==> config.mk <==
export PLATFORM = sky130hd
export DESIGN_NAME = fp_tag_stack
export DESIGN_NICKNAME = d
export VERILOG_FILES = /design/src/rtl/fp_tag_stack.sv
export SDC_FILE = /design/constraint.sdc
export NUM_CORES = 1
export LEC_CHECK = 0
export BUFFER_PORTS_ARGS = -buffer_cell sky130_fd_sc_hd__buf_2
export CORE_UTILIZATION = 55
export CTS_BUF_LIST = sky130_fd_sc_hd__clkbuf_4 sky130_fd_sc_hd__clkbuf_8
export DETAILED_ROUTE_END_ITERATION = 10
export PLACE_DENSITY = 0.73
export SYNTH_ARGS = -nofsm -noshare
export SYNTH_HDL_FRONTEND = slang
export SYNTH_SLANG_ARGS = --single-unit
==> constraint.sdc <==
create_clock -name clk -period 11.4 [get_ports clk]
set_clock_uncertainty 0.15 [all_clocks]
set_input_delay 1.14 -clock clk [delete_from_list [all_inputs] [get_ports clk]]
set_output_delay 1.14 -clock clk [all_outputs]
set_load 0.1 [all_outputs]
==> src/rtl/fp_tag_stack.sv <==
module fp_tag_stack #(
  parameter int W  = 64,
  parameter int N  = 8,
  localparam int PW = $clog2(N)
) (
  input  logic          clk,
  input  logic          rst_n,
  input  logic          op_vld,
  input  logic [2:0]    op_code,
  input  logic [PW-1:0] rel_idx,
  input  logic [W-1:0]  wr_data,
  output logic [W-1:0]  rd_data,
  output logic          rd_vld,
  output logic          flt_empty,
  output logic          flt_full,
  output logic [PW-1:0] top_o,
  output logic [N-1:0]  tag_o
);
  localparam logic [2:0] OP_PUSH = 3'd0, OP_POP = 3'd1, OP_READ = 3'd2, OP_WRITE = 3'd3,
                         OP_MOD  = 3'd4, OP_EXAM = 3'd5, OP_COPY = 3'd6, OP_FREE = 3'd7;

  logic [W-1:0]  regs [N];
  logic          tag_q [N];
  logic [PW-1:0] top_q;

  wire [PW-1:0] rel_a  = top_q + rel_idx;
  wire [PW-1:0] push_a = top_q - 1'b1;
  wire          at_top = (op_code == OP_POP) || (op_code == OP_COPY);
  wire [PW-1:0] src_a  = at_top ? top_q : rel_a;
  wire [PW-1:0] dst_a  = (op_code == OP_PUSH) ? push_a : rel_a;

  wire need_full  = (op_code == OP_PUSH) || (op_code == OP_WRITE);
  wire need_empty = (op_code == OP_POP) || (op_code == OP_READ) ||
                    (op_code == OP_MOD) || (op_code == OP_COPY);

  wire e_flt = op_vld && need_empty && !tag_q[src_a];
  wire f_flt = op_vld && need_full && tag_q[dst_a];
  wire ok    = op_vld && !e_flt && !f_flt;

  wire wr_en  = ok && (need_full || (op_code == OP_MOD) || (op_code == OP_COPY));
  wire clr_en = ok && ((op_code == OP_POP) || (op_code == OP_FREE));
  wire [PW-1:0] clr_a = (op_code == OP_POP) ? top_q : rel_a;
  wire [W-1:0]  wr_val = (op_code == OP_COPY) ? regs[src_a] : wr_data;
  wire rd_en = ok && ((op_code == OP_POP) || (op_code == OP_READ) ||
                      (op_code == OP_MOD) || (op_code == OP_EXAM));

  for (genvar g = 0; g < N; g++) begin : g_ent
    always_ff @(posedge clk or negedge rst_n) begin
      if (!rst_n) begin
        regs[g]  <= '0;
        tag_q[g] <= 1'b0;
      end else if (wr_en && dst_a == PW'(g)) begin
        regs[g]  <= wr_val;
        tag_q[g] <= 1'b1;
      end else if (clr_en && clr_a == PW'(g)) begin
        tag_q[g] <= 1'b0;
      end
    end
    assign tag_o[g] = tag_q[g];
  end

  always_ff @(posedge clk or negedge rst_n) begin
    if (!rst_n) begin
      top_q     <= '0;
      rd_data   <= '0;
      rd_vld    <= 1'b0;
      flt_empty <= 1'b0;
      flt_full  <= 1'b0;
    end else begin
      if (ok && op_code == OP_PUSH)     top_q <= push_a;
      else if (ok && op_code == OP_POP) top_q <= top_q + 1'b1;
      rd_vld    <= rd_en;
      rd_data   <= rd_en ? regs[src_a] : '0;
      flt_empty <= e_flt;
      flt_full  <= f_flt;
    end
  end

  assign top_o = top_q;
endmodule

==> impl_results.md, run 1 <==
- Post-synth EDFFs: 0
- Avg Vias per Cell: 6.05
- Largest net degree at the start of global routing: 163
- Number of warnings issued by yosys: 0
- Core footprint: 50400 um2
- Router iterations before antenna repair: 5
- Max stage delay on crit path: between 0.9 and 1 ns
- Gate count of the mapped netlist: 2168
- Detailed router's first-iteration violation count: 1351
- CTS sink count: 590
- Initial core utilization: 0.561
- Dominant cell type by area after synthesis: dfrtp_1
- Leading post-synthesis cells by cell area: dfrtp_1 (52%), mux2_2 (17%), mux2i_1 (11%), mux2_1 (3.7%), nand2_1 (2.7%)
- Post-layout total power: between 9 and 10 mW
- I/O pin cnt: 151
- Final max-slew violation count: 0
- Main flop type after synthesis: dfrtp_1
- Most instantiated cells after synthesis: dfrtp_1 (590), mux2_2 (421), mux2i_1 (323)
- Clock latency at the later pin of the worst-skew pair: 0.68 ns
- Routability congestion estimate from global placement: roughly 0.82
- Arrival @ worst endpoint: 6.36 ns
- P&R area growth vs syn: 11.1%
- Worst-margin pin slew: 1.21 ns
- Hold Violations, Final: 0
- Vias in the first global route: approximately 19000
- Total congestion overflow: 0
- Startpoint types: flop
- Total nets after synthesis: roughly 2200
- Hold-fix buffer count after cts: 0
- Type of the tightest min-delay check: flop to flop
- Cell mode on critical path: buf_4
- Leakage component of the power: 14.5 nW
- Data required time at the worst endpoint: around 12 ns
- Overall via count from detail_route: ~18000
- Post-CTS setup-driven buffer insertion count: 0
- Most repeated cell in the gate-level netlist after synthesis: dfrtp_1
- Num CTS Buffers: 95
- Number of resized instances in the post-cts repair step: 0
- Total negative setup slack: 0 ns
- Post-detailed-route count of antenna-violating nets: 0
- Clock Pin Slew Worst Setup and Hold Paths: 0.06 ns
- Antenna violations before repair: 0
- Total Wirelength: 68.0 mm
- Critical path class: flop to flop
- Largest buffer count on any clock path: 3
- Number of distinct standard cells referenced by the synthesized netlist: 52
- Share of the yosys chip area belonging to registers: 0.523
- Routed len/inst: 22.4 um
- Power density over the cells: 314 nW/um2
- Max capacitance violation total: 0
- Die height: 229 um
- Share of cells above drive strength 1: 0.364
- Worst-path fanout max: 43
- Cell chain of the critical path: ha_1 -> inv_1 -> fa_1 -> nand3b_1 -> nand3_1 -> nor2_4 -> buf_4 -> o2111ai_1 -> a41oi_4 -> nor4_4 -> buf_4 -> buf_4 -> mux2_1
- Proportion of netlist area held by the largest area contributor: 0.523
- Largest vdd supply drop: 232 uV
- Number of setup violations in the final report: 0
- Endpoint type of the worst setup path: flop
- DRC violations left: 0
- Unrepaired setup endpoints after global routing: false
- Cell at the root of the clock tree: clkbuf_8
- # port buffers: 150
- Die width: ~230 um
- Result of the run: finished clean
- Post-synthesis area per instance: ~13 um2
- Highest achievable clock rate: 0.168 GHz
- Global-route wire length before repair: 108 mm
- Final net count: ~2400
- Shortest clock period the worst path allows after layout: ~6.0 ns
- Die area: 52300 um2
- Netlist area before placement: 28200 um2
- Slowest stage cell on the critical path: nor2_4
- HPWL after detailed placement: 36.7 mm
- Worst max-slew margin expressed relative to the limit: 0.190
- Overall fraction of global-route tracks in use: 0.263
- Number of flip-flops and latches in the synthesized netlist: 590
- Part of the cycle the worst path needs: 0.523
- TritonCTS clock tree: yes
- Total number of H-tree levels: 3
- Share of async-settable or async-resettable flops after synthesis: 1.00
- Row cnt: 82
## worst max-delay path: cells and delay by family (launching register included)
kind	cells	cell delay, ns
and+or+nand+nor	4	1.36
adders and majority gates	2	0.81
DFF	1	0.50
AOI/OAI and AO/OA	2	1.04
muxes	1	0.43
buffers and inverters	4	1.48
## registers in the layout, summed over array words and instances, names as in the netlist
| signal | cells |
|---|---|
| tag_o | 8 |
| flt_full | 1 |
| rd_vld | 1 |
| top_o | 3 |
| flt_empty | 1 |
| regs | 512 |
| rd_data | 64 |
## placed cells by master (no fill, tap or decap), types with 6 or more instances in the layout
| master | synthesis | final |
|---|---|---|
| clkbuf_4 | 0 | 35 |
| mux2i_1 | 323 | 323 |
| o221a_2 | 64 | 64 |
| clkbuf_8 | 0 | 118 |
| inv_1 | 14 | 14 |
| and2_1 | 6 | 6 |
| nand2_1 | 203 | 201 |
| a21oi_1 | 67 | 67 |
| mux2_1 | 92 | 92 |
| mux2_2 | 421 | 421 |
| buf_4 | 13 | 33 |
| clkinv_2 | 0 | 8 |
| buf_2 | 16 | 149 |
| nand3_1 | 68 | 68 |
| nor3_1 | 11 | 7 |
| a22oi_1 | 64 | 64 |
| dfrtp_1 | 590 | 590 |
## power breakdown
group | internal [mW] | switching (mW) | total, mW
logic | 1.68 | 2.66 | 4.34
clock network | 1.13 | 0.818 | 1.95
registers | 3.05 | 0.491 | 3.54
total | 5.87 | 3.97 | 9.84
## layout make-up
type	instances	area, um2
Antenna cell	1	2.50
Clock buffer	153	1890
Clock inverter	16	190
Fill cell	3889	19000
Inverter	14	52.6
Multi-Input combinational cell	1408	12600
Sequential cell	590	14800
Tap cell	672	841
Timing Repair Buffer	184	1030
## cells by family (layout without fill, tap and decap cells)
logic type                 count (synthesis)  after routing  synth area share
other                                      0              1                 0
and+or+nand+nor                          329            329            0.0544
DFF                                      590            590             0.523
AOI/OAI and AO/OA                        227            227            0.0634
muxes                                    837            837             0.320
buffers and inverters                    170            367            0.0341
adders and majority gates                  4              4           0.00204
xor gates and xnor gates                  11             11           0.00341
## layer usage
| metal | vias up | global-route usage | part of all wire |
|---|---|---|---|
| met2 | 565 | 0.435 | 0.49 |
| met4 | 0 | 0.0942 | 0.024 |
| li1 | 8168 | - | - |
| met1 | 9521 | 0.355 | 0.44 |
| met5 | - | 0 | 0 |
| met3 | 128 | 0.0380 | 0.053 |
## worst paths after layout
path	startpoint	endpoint	slack, ns	depth (start not counted)
max	top_o[0]	regs[199]	5.44	13
min reg2reg	regs[207]	regs[207]	0.33	1
max reg2reg	top_o[0]	regs[199]	5.44	13
min in group asynchronous	rst_n	regs[112]	0.43	1
max in group asynchronous	rst_n	regs[353]	8.20	3
min	regs[207]	regs[207]	0.33	1
## stage by stage
stage                     worst slack [ns]  std cells   util  instance area (um2)  hold WS [ns]
after floorplan                       6.95       2168      -                28200         0.307
after global placement                4.99       2868  0.581                29300         0.316
after detailed placement              4.92       2868  0.581                29300         0.324
after CTS                             5.53       3037  0.623                31400         0.337
after global routing                  5.31       3037  0.623                31400         0.344
final                                 5.44       3038  0.623                31400         0.333
Power figures use the tool's default switching activity.
==> inputs of run 2 (changes only) <==
--- a/config.mk
+++ b/config.mk
@@ -9,7 +9,7 @@
 export CORE_UTILIZATION = 55
 export CTS_BUF_LIST = sky130_fd_sc_hd__clkbuf_4 sky130_fd_sc_hd__clkbuf_8
 export DETAILED_ROUTE_END_ITERATION = 10
-export PLACE_DENSITY = 0.73
+export PLACE_DENSITY = 0.76
 export SYNTH_ARGS = -nofsm -noshare
 export SYNTH_HDL_FRONTEND = slang
 export SYNTH_SLANG_ARGS = --single-unit
==> constraint.sdc (replaced) <==
create_clock -name clk -period 5.25 [get_ports clk]
set_clock_uncertainty 0.15 [all_clocks]
set_input_delay 0.525 -clock clk [delete_from_list [all_inputs] [get_ports clk]]
set_output_delay 0.525 -clock clk [all_outputs]
set_load 0.1 [all_outputs]
==> run 2 against run 1 <==
  * Setup slack got worse by 4.7 ns
  * Register-to-register slack got worse by 4.7 ns
  * Maximum frequency is 33% higher
  * Cell area grew 0.45%
  * Critical endpoint is now regs[413]
  * Largest power group unchanged
==> impl_results.md, run 2 (synthesis results as in run 1) <==
- Count of antenna diodes in the layout: 0 (-1)
- Worst hold endpoint: flt_full
- Startpoint types: flop
- Cell at the root of the clock tree: clkbuf_8
- Clock latency at the later pin of the worst-skew pair: 0.68 ns (about the same)
- Switching Share: 0.406 (+0.00302)
- Clock network power share: 0.193 (-0.005)
- Clock Pin Slew Worst Setup and Hold Paths: 0.06 ns (about the same)
- Critical path class: flop to flop
- Critical path depth in cells: 10 (-3)
- Most used cells in the layout excluding fill and tap cells: dfrtp_1 (590), mux2_2 (421), mux2i_1 (323)
- Final design utilization: 0.625 (+0.00278)
- Routed len/inst: 22.7 um (+1.4%)
- Die area: 52300 um2 (unchanged)
- Hold-fix buffer count after cts: 1 (+1)
- Highest achievable clock rate: 0.222 GHz (+33%)
- Origin of the worst min-delay path: op_vld
- Leakage component of the power: 14.5 nW (+0.34%)
- Number of cells in the finished layout apart from fillers: 3041 (+0.099%)
- Hold Violations, Final: 0 (unchanged)
- Biggest register: regs
- Core footprint: 50400 um2 (unchanged)
- HPWL after detailed placement: 36.9 mm (+0.54%)
- Part of the cycle the worst path needs: 0.857 (+0.334)
- Share of cells above drive strength 1: 0.365 (+0.000652)
- Shortest clock period the worst path allows after layout: 4.50 ns (-1.46 ns)
- Total negative setup slack: 0 ns (unchanged)
- Type of the tightest min-delay check: primary input to flop
- TritonCTS clock tree: yes
- Result of the run: finished clean
- Row cnt: 82 (unchanged)
- Max stage delay on crit path: 0.69 ns (-0.25 ns)
- Reg power frac: 0.359 (about the same)
- Initial core utilization: 0.561 (unchanged)
- Post-layout total power: 21.4 mW (+120%)
- Unrepaired setup endpoints after global routing: false
- DRC violations left: 0 (unchanged)
- Detailed router's first-iteration violation count: 1413 (+4.6%)
- Setup slack of the worst register-to-register path: 0.75 ns (-4.69 ns)
- Reg2Reg Depth: 10 (-3)
- Max capacitance violation total: 0 (unchanged)
- Leading cell type in the layout, fill and taps excluded: dfrtp_1
- Worst Hold Margin: 0.0566 ns (-0.276 ns)
- Total internal power: 12.7 mW (+120%)
- Router iterations before antenna repair: 5 (unchanged)
- Number of flip-flops in the largest register: 512 (unchanged)
- Worst-margin pin slew: 1.26 ns (+0.0446 ns)
- Largest buffer count on any clock path: 3 (unchanged)
- Avg Vias per Cell: 6.14 (+1.4%)
- Largest vdd supply drop: 555 uV (+140%)
- Post-CTS setup-driven buffer insertion count: 0 (unchanged)
- Vias in the first global route: 19663 (+2.1%)
- Source of the critical timing path: top_o[0]
- P&R area growth vs syn: 11.6%
- Worst max-slew margin expressed relative to the limit: 0.163 (-0.0278)
- Placed inst area: 29500 um2 (+0.67%)
- Critical path buffer and inverter count: 2 (-2)
- Post-detailed-route count of antenna-violating nets: 0 (unchanged)
- CTS sink count: 590 (unchanged)
- Overall fraction of global-route tracks in use: 0.267 (+0.00355)
- Critical path's top delay family: multiplexers
- Pre-CTS worst setup slack: 0.673 ns (-4.25 ns)
- Switching power of the nets: 8.69 mW (+120%)
- Final net count: 2377 (+0.30%)
- Cell Count Post-Placement: 2874 (+0.21%)
- Overall via count from detail_route: 18658 (+1.5%)
- Global-route wire length before repair: 110 mm (+1.5%)
- I/O pin cnt: 151 (unchanged)
- FF-to-FF End: regs[413]
- Start of the worst register-to-register path: top_o[0]
- Die width: 229 um (unchanged)
- Fraction of power consumed by combinational cells: 0.448 (+0.007)
- Total congestion overflow: 0 (unchanged)
- Final max-slew violation count: 0 (unchanged)
- Arrival @ worst endpoint: 4.90 ns (-1.46 ns)
- Hold-critical path depth: 2 (+1)
- Cell chain of the critical path: ha_1 -> inv_1 -> fa_1 -> mux2i_1 -> mux4_2 -> and3_1 -> a31o_1 -> nor3_2 -> buf_4 -> mux2_2
- Number of resized instances in the post-cts repair step: 0 (unchanged)
- Power density over the cells: 679 nW/um2 (+120%)
- Die height: 229 um (unchanged)
- Endpoint type of the worst setup path: flop
- Routability congestion estimate from global placement: 0.848 (+3.6%)
- Slowest stage cell on the critical path: buf_4
- Num CTS Buffers: 95 (unchanged)
- Total number of H-tree levels: 3 (unchanged)
- Least setup slack across all paths after layout: 0.750 ns (-4.69 ns)
- # port buffers: 150 (unchanged)
- Summed area of non-filler cells in the final layout: 31500 um2 (+0.45%)
- Number of setup violations in the final report: 0 (unchanged)
- Antenna violations before repair: 0 (unchanged)
- Worst-path fanout max: 47 (+9.3%)
- Largest net degree at the start of global routing: 153 (-6.1%)
- Data required time at the worst endpoint: 5.65 ns (-6.14 ns)
- Total Wirelength: 69.0 mm (+1.5%)
[run 2: changes by cell type in the layout (fill, tap and decap cells not counted)]
cell,delta
buf_12,+12
buf_4,-6
clkbuf_4,-4
clkbuf_8,+4
bufinv_16,-3
clkinvlp_4,-2
inv_6,+2
diode_2,-1
dlygate4sd3_1,+1
[run 2: worst register-to-register path, delay by kind of cell, from the launching register on]
kind            cells  cell delay [ns]
mux                 3             1.33
buf+inv             2             0.74
compound gates      1             0.44
fa+ha+maj           2             0.75
simple gates        2             0.48
flops               1             0.49
[run 2: power by group through the flow]
stage	logic [mW]	clock network [mW]	registers [mW]
floorplan	6.04	0	8.96
global placement	9.20	0	7.57
detailed placement	9.48	0	7.73
CTS	9.53	4.22	7.66
global route	10.2	4.44	7.93
finish	9.58	4.13	7.68
[run 2: worst max path at each step]
stage	endpoint	slack, ns
5_1_grt	regs[408]	0.57
3_5_place_dp	regs[447]	0.67
2_1_floorplan	regs[182]	0.80
3_3_place_gp	regs[418]	0.77
6_report	regs[413]	0.75
4_1_cts	regs[416]	0.82
[run 2: layer usage]
layer	vias to the layer above	track usage	routed length, um
li1	8182	-	-
met1	9643	0.362	29800
met2	659	0.425	32900
met3	174	0.0511	4380
met4	0	0.104	1970
met5	-	0	0
[run 2: final cells by class]
cell class              instances  area, um2
flip-flops and latches        590      14800
fillers                      3799      18900
inverters                      14       52.6
clock buffers                 153       1910
clock inverters                13        103
multi-input cells            1408      12600
repair buffers                191       1230
well taps                     672        841
==> inputs of run 3 (changes only) <==
--- a/config.mk
+++ b/config.mk
@@ -6,6 +6,7 @@
 export NUM_CORES = 1
 export LEC_CHECK = 0
 export BUFFER_PORTS_ARGS = -buffer_cell sky130_fd_sc_hd__buf_2
+export CORE_ASPECT_RATIO = 0.75
 export CORE_UTILIZATION = 55
 export CTS_BUF_LIST = sky130_fd_sc_hd__clkbuf_4 sky130_fd_sc_hd__clkbuf_8
 export DETAILED_ROUTE_END_ITERATION = 10
==> run 3 against run 2 <==
  * Cell area decreased by 0.41%
  * Sequential cell count unchanged
  * Critical path depth grew 1
  * Clock power down 4%
  * First-iteration DRC count rose by 2.8%
  * Hold slack improved by 0.16 ns
  * Via count is 0.72% lower
  * Largest power group unchanged
==> impl_results.md, run 3 (synthesis results as in run 1) <==
- Result of the run: finished clean
- Die area: 52300 um2 (about the same)
- Critical path class: flop to flop
- Highest achievable clock rate: 0.222 GHz (+0.11%)
- Total Wirelength: 69.8 mm (+1.2%)
- Worst-path fanout max: 47 (unchanged)
- Total congestion overflow: 0 (unchanged)
- Critical path depth in cells: 11 (+1)
- Antenna violations before repair: 2 (+2)
- Num CTS Buffers: 90 (-5.3%)
- Post-detailed-route count of antenna-violating nets: 0 (unchanged)
- Hold Violations, Final: 0 (unchanged)
- Number of setup violations in the final report: 0 (unchanged)
- I/O pin cnt: 151 (unchanged)
- Worst-margin pin slew: 1.13 ns (-0.125 ns)
- Post-layout total power: 21.3 mW (-0.60%)
- Global-route wire length before repair: 110 mm (+0.47%)
- Data required time at the worst endpoint: 5.65 ns (about the same)
- Largest buffer count on any clock path: 3 (unchanged)
- Cell at the root of the clock tree: clkbuf_8
- Startpoint types: flop
- FF+latch area: 14800 um2 (unchanged)
- Row cnt: 71 (-13%)
- Hold-critical path depth: 3 (+1)
- Reg2Reg Depth: 11 (+1)
- CTS sink count: 590 (unchanged)
- Endpoint type of the worst setup path: flop
- Setup slack of the worst register-to-register path: 0.76 ns (about the same)
- Clock Pin Slew Worst Setup and Hold Paths: 0.07 ns (about the same)
- Number of flip-flops in the largest register: 512 (unchanged)
- Initial core utilization: 0.561 (about the same)
- Unrepaired setup endpoints after global routing: false
- Router iterations before antenna repair: 5 (unchanged)
- Max capacitance violation total: 0 (unchanged)
- Most used cells in the layout excluding fill and tap cells: dfrtp_1 (590), mux2_2 (421), mux2i_1 (323)
- Power density over the cells: 678 nW/um2 (-0.19%)
- Start of the worst register-to-register path: top_o[0]
- Overall via count from detail_route: 18523 (-0.72%)
- P&R area growth vs syn: 11.1%
- Cell chain of the critical path: ha_1 -> inv_1 -> fa_1 -> mux2i_1 -> mux4_2 -> and3_1 -> a31o_1 -> buf_4 -> nor4_2 -> buf_12 -> mux2_2
- Part of the cycle the worst path needs: 0.856 (-0.000948)
- Largest net degree at the start of global routing: 148 (-3.3%)
- Vias in the first global route: 19403 (-1.3%)
- Worst hold endpoint: regs[453]
- DRC violations left: 0 (unchanged)
- Avg Vias per Cell: 6.15 (+0.17%)
- Source of the critical timing path: top_o[0]
- FILL cells: 3834 (+0.92%)
- Detailed router's first-iteration violation count: 1453 (+2.8%)
- Critical path's top delay family: multiplexers
- HPWL after detailed placement: 36.8 mm (-0.25%)
- Arrival @ worst endpoint: 4.89 ns (about the same)
- Die height: 198 um (-13%)
- Slowest stage cell on the critical path: fa_1
- Clock latency at the later pin of the worst-skew pair: 0.69 ns (about the same)
- Area taken by multi-input logic gates: 12600 um2 (unchanged)
- Type of the tightest min-delay check: primary input to flop
- Shortest clock period the worst path allows after layout: 4.49 ns (-0.00497 ns)
- Total number of H-tree levels: 3 (unchanged)
- Worst max-slew margin expressed relative to the limit: 0.246 (+0.0835)
- Overall fraction of global-route tracks in use: 0.272 (+0.00472)
- Share of cells above drive strength 1: 0.361 (-0.00420)
- Origin of the worst min-delay path: wr_data[5]
- Core footprint: 50400 um2 (about the same)
- Final net count: 2368 (-0.38%)
- TritonCTS clock tree: yes
- Largest vdd supply drop: 781 uV (+41%)
- FF-to-FF End: regs[281]
- Die width: 264 um (+15%)
- Leakage component of the power: 14.4 nW (-0.51%)
- Pre-CTS worst setup slack: 0.679 ns (+0.00646 ns)
- # port buffers: 150 (unchanged)
- Final max-slew violation count: 0 (unchanged)
- Max stage delay on crit path: 0.55 ns (-0.14 ns)
- Critical path buffer and inverter count: 3 (+1)
- Leading cell type in the layout, fill and taps excluded: dfrtp_1
- Routability congestion estimate from global placement: 0.899 (+6.0%)
- Routed len/inst: 23.2 um (+2.1%)
- Total negative setup slack: 0 ns (unchanged)
- Least setup slack across all paths after layout: 0.755 ns (+0.00497 ns)
- Biggest register: regs
## run 3: layer usage
layer	GRT usage	vias to the layer above	part of all wire
met4	0.109	0	0.033
li1	-	8182	-
met1	0.367	9529	0.44
met2	0.433	622	0.47
met3	0.0530	190	0.058
met5	0	-	0
## run 3: where the power goes
group          internal [mW]  total (mW)  switching (mW)
Clock                   2.21        3.98            1.76
Sequential              6.63        7.68            1.05
Combinational           3.70        9.60            5.90
Total                   12.5        21.3            8.72
## run 3: stage by stage
stage	util	std cells	area (um2)	hold slack [ns]
6_report	0.623	3014	31400	0.213
5_1_grt	0.623	3014	31400	0.185
4_1_cts	0.623	3012	31400	0.156
3_5_place_dp	0.585	2854	29500	0.324
3_3_place_gp	0.585	2854	29500	0.316
2_1_floorplan	-	2168	28200	0.0794
## run 3: worst max-delay path by stage
stage                end  slack, ns
4_1_cts        regs[289]       0.78
3_3_place_gp   regs[462]       0.71
5_1_grt        regs[151]       0.54
3_5_place_dp   regs[274]       0.68
6_report       regs[281]       0.76
2_1_floorplan  regs[182]       0.80
## run 3: worst reg2reg max path: cells and delay by family (launching register included)
kind / cells / cell delay, ns
flip-flops: 1 / 0.49
multiplexers: 3 / 1.39
AND/OR/NAND/NOR: 2 / 0.64
buffers and inverters: 3 / 0.68
AO/OA/AOI/OAI: 1 / 0.29
adder cells (fa/ha/maj): 2 / 0.75
## run 3: cell type report
cell class | instances | share of cell area
antenna | 2 | 0.000160
sequential | 590 | 0.471
multi-input combinational | 1408 | 0.402
clock buffer | 137 | 0.0557
clock inverter | 19 | 0.00486
inverter | 14 | 0.00167
timing repair buffer | 187 | 0.0392
tap | 657 | 0.0262
## run 3: timing repair
item                                   4_1_cts  5_1_grt
setup endpoints to repair                    0        0
hold buffers                                 2        0
gates resized for setup                      0        0
endpoints found under the hold margin      107        0
setup buffers                                0        0
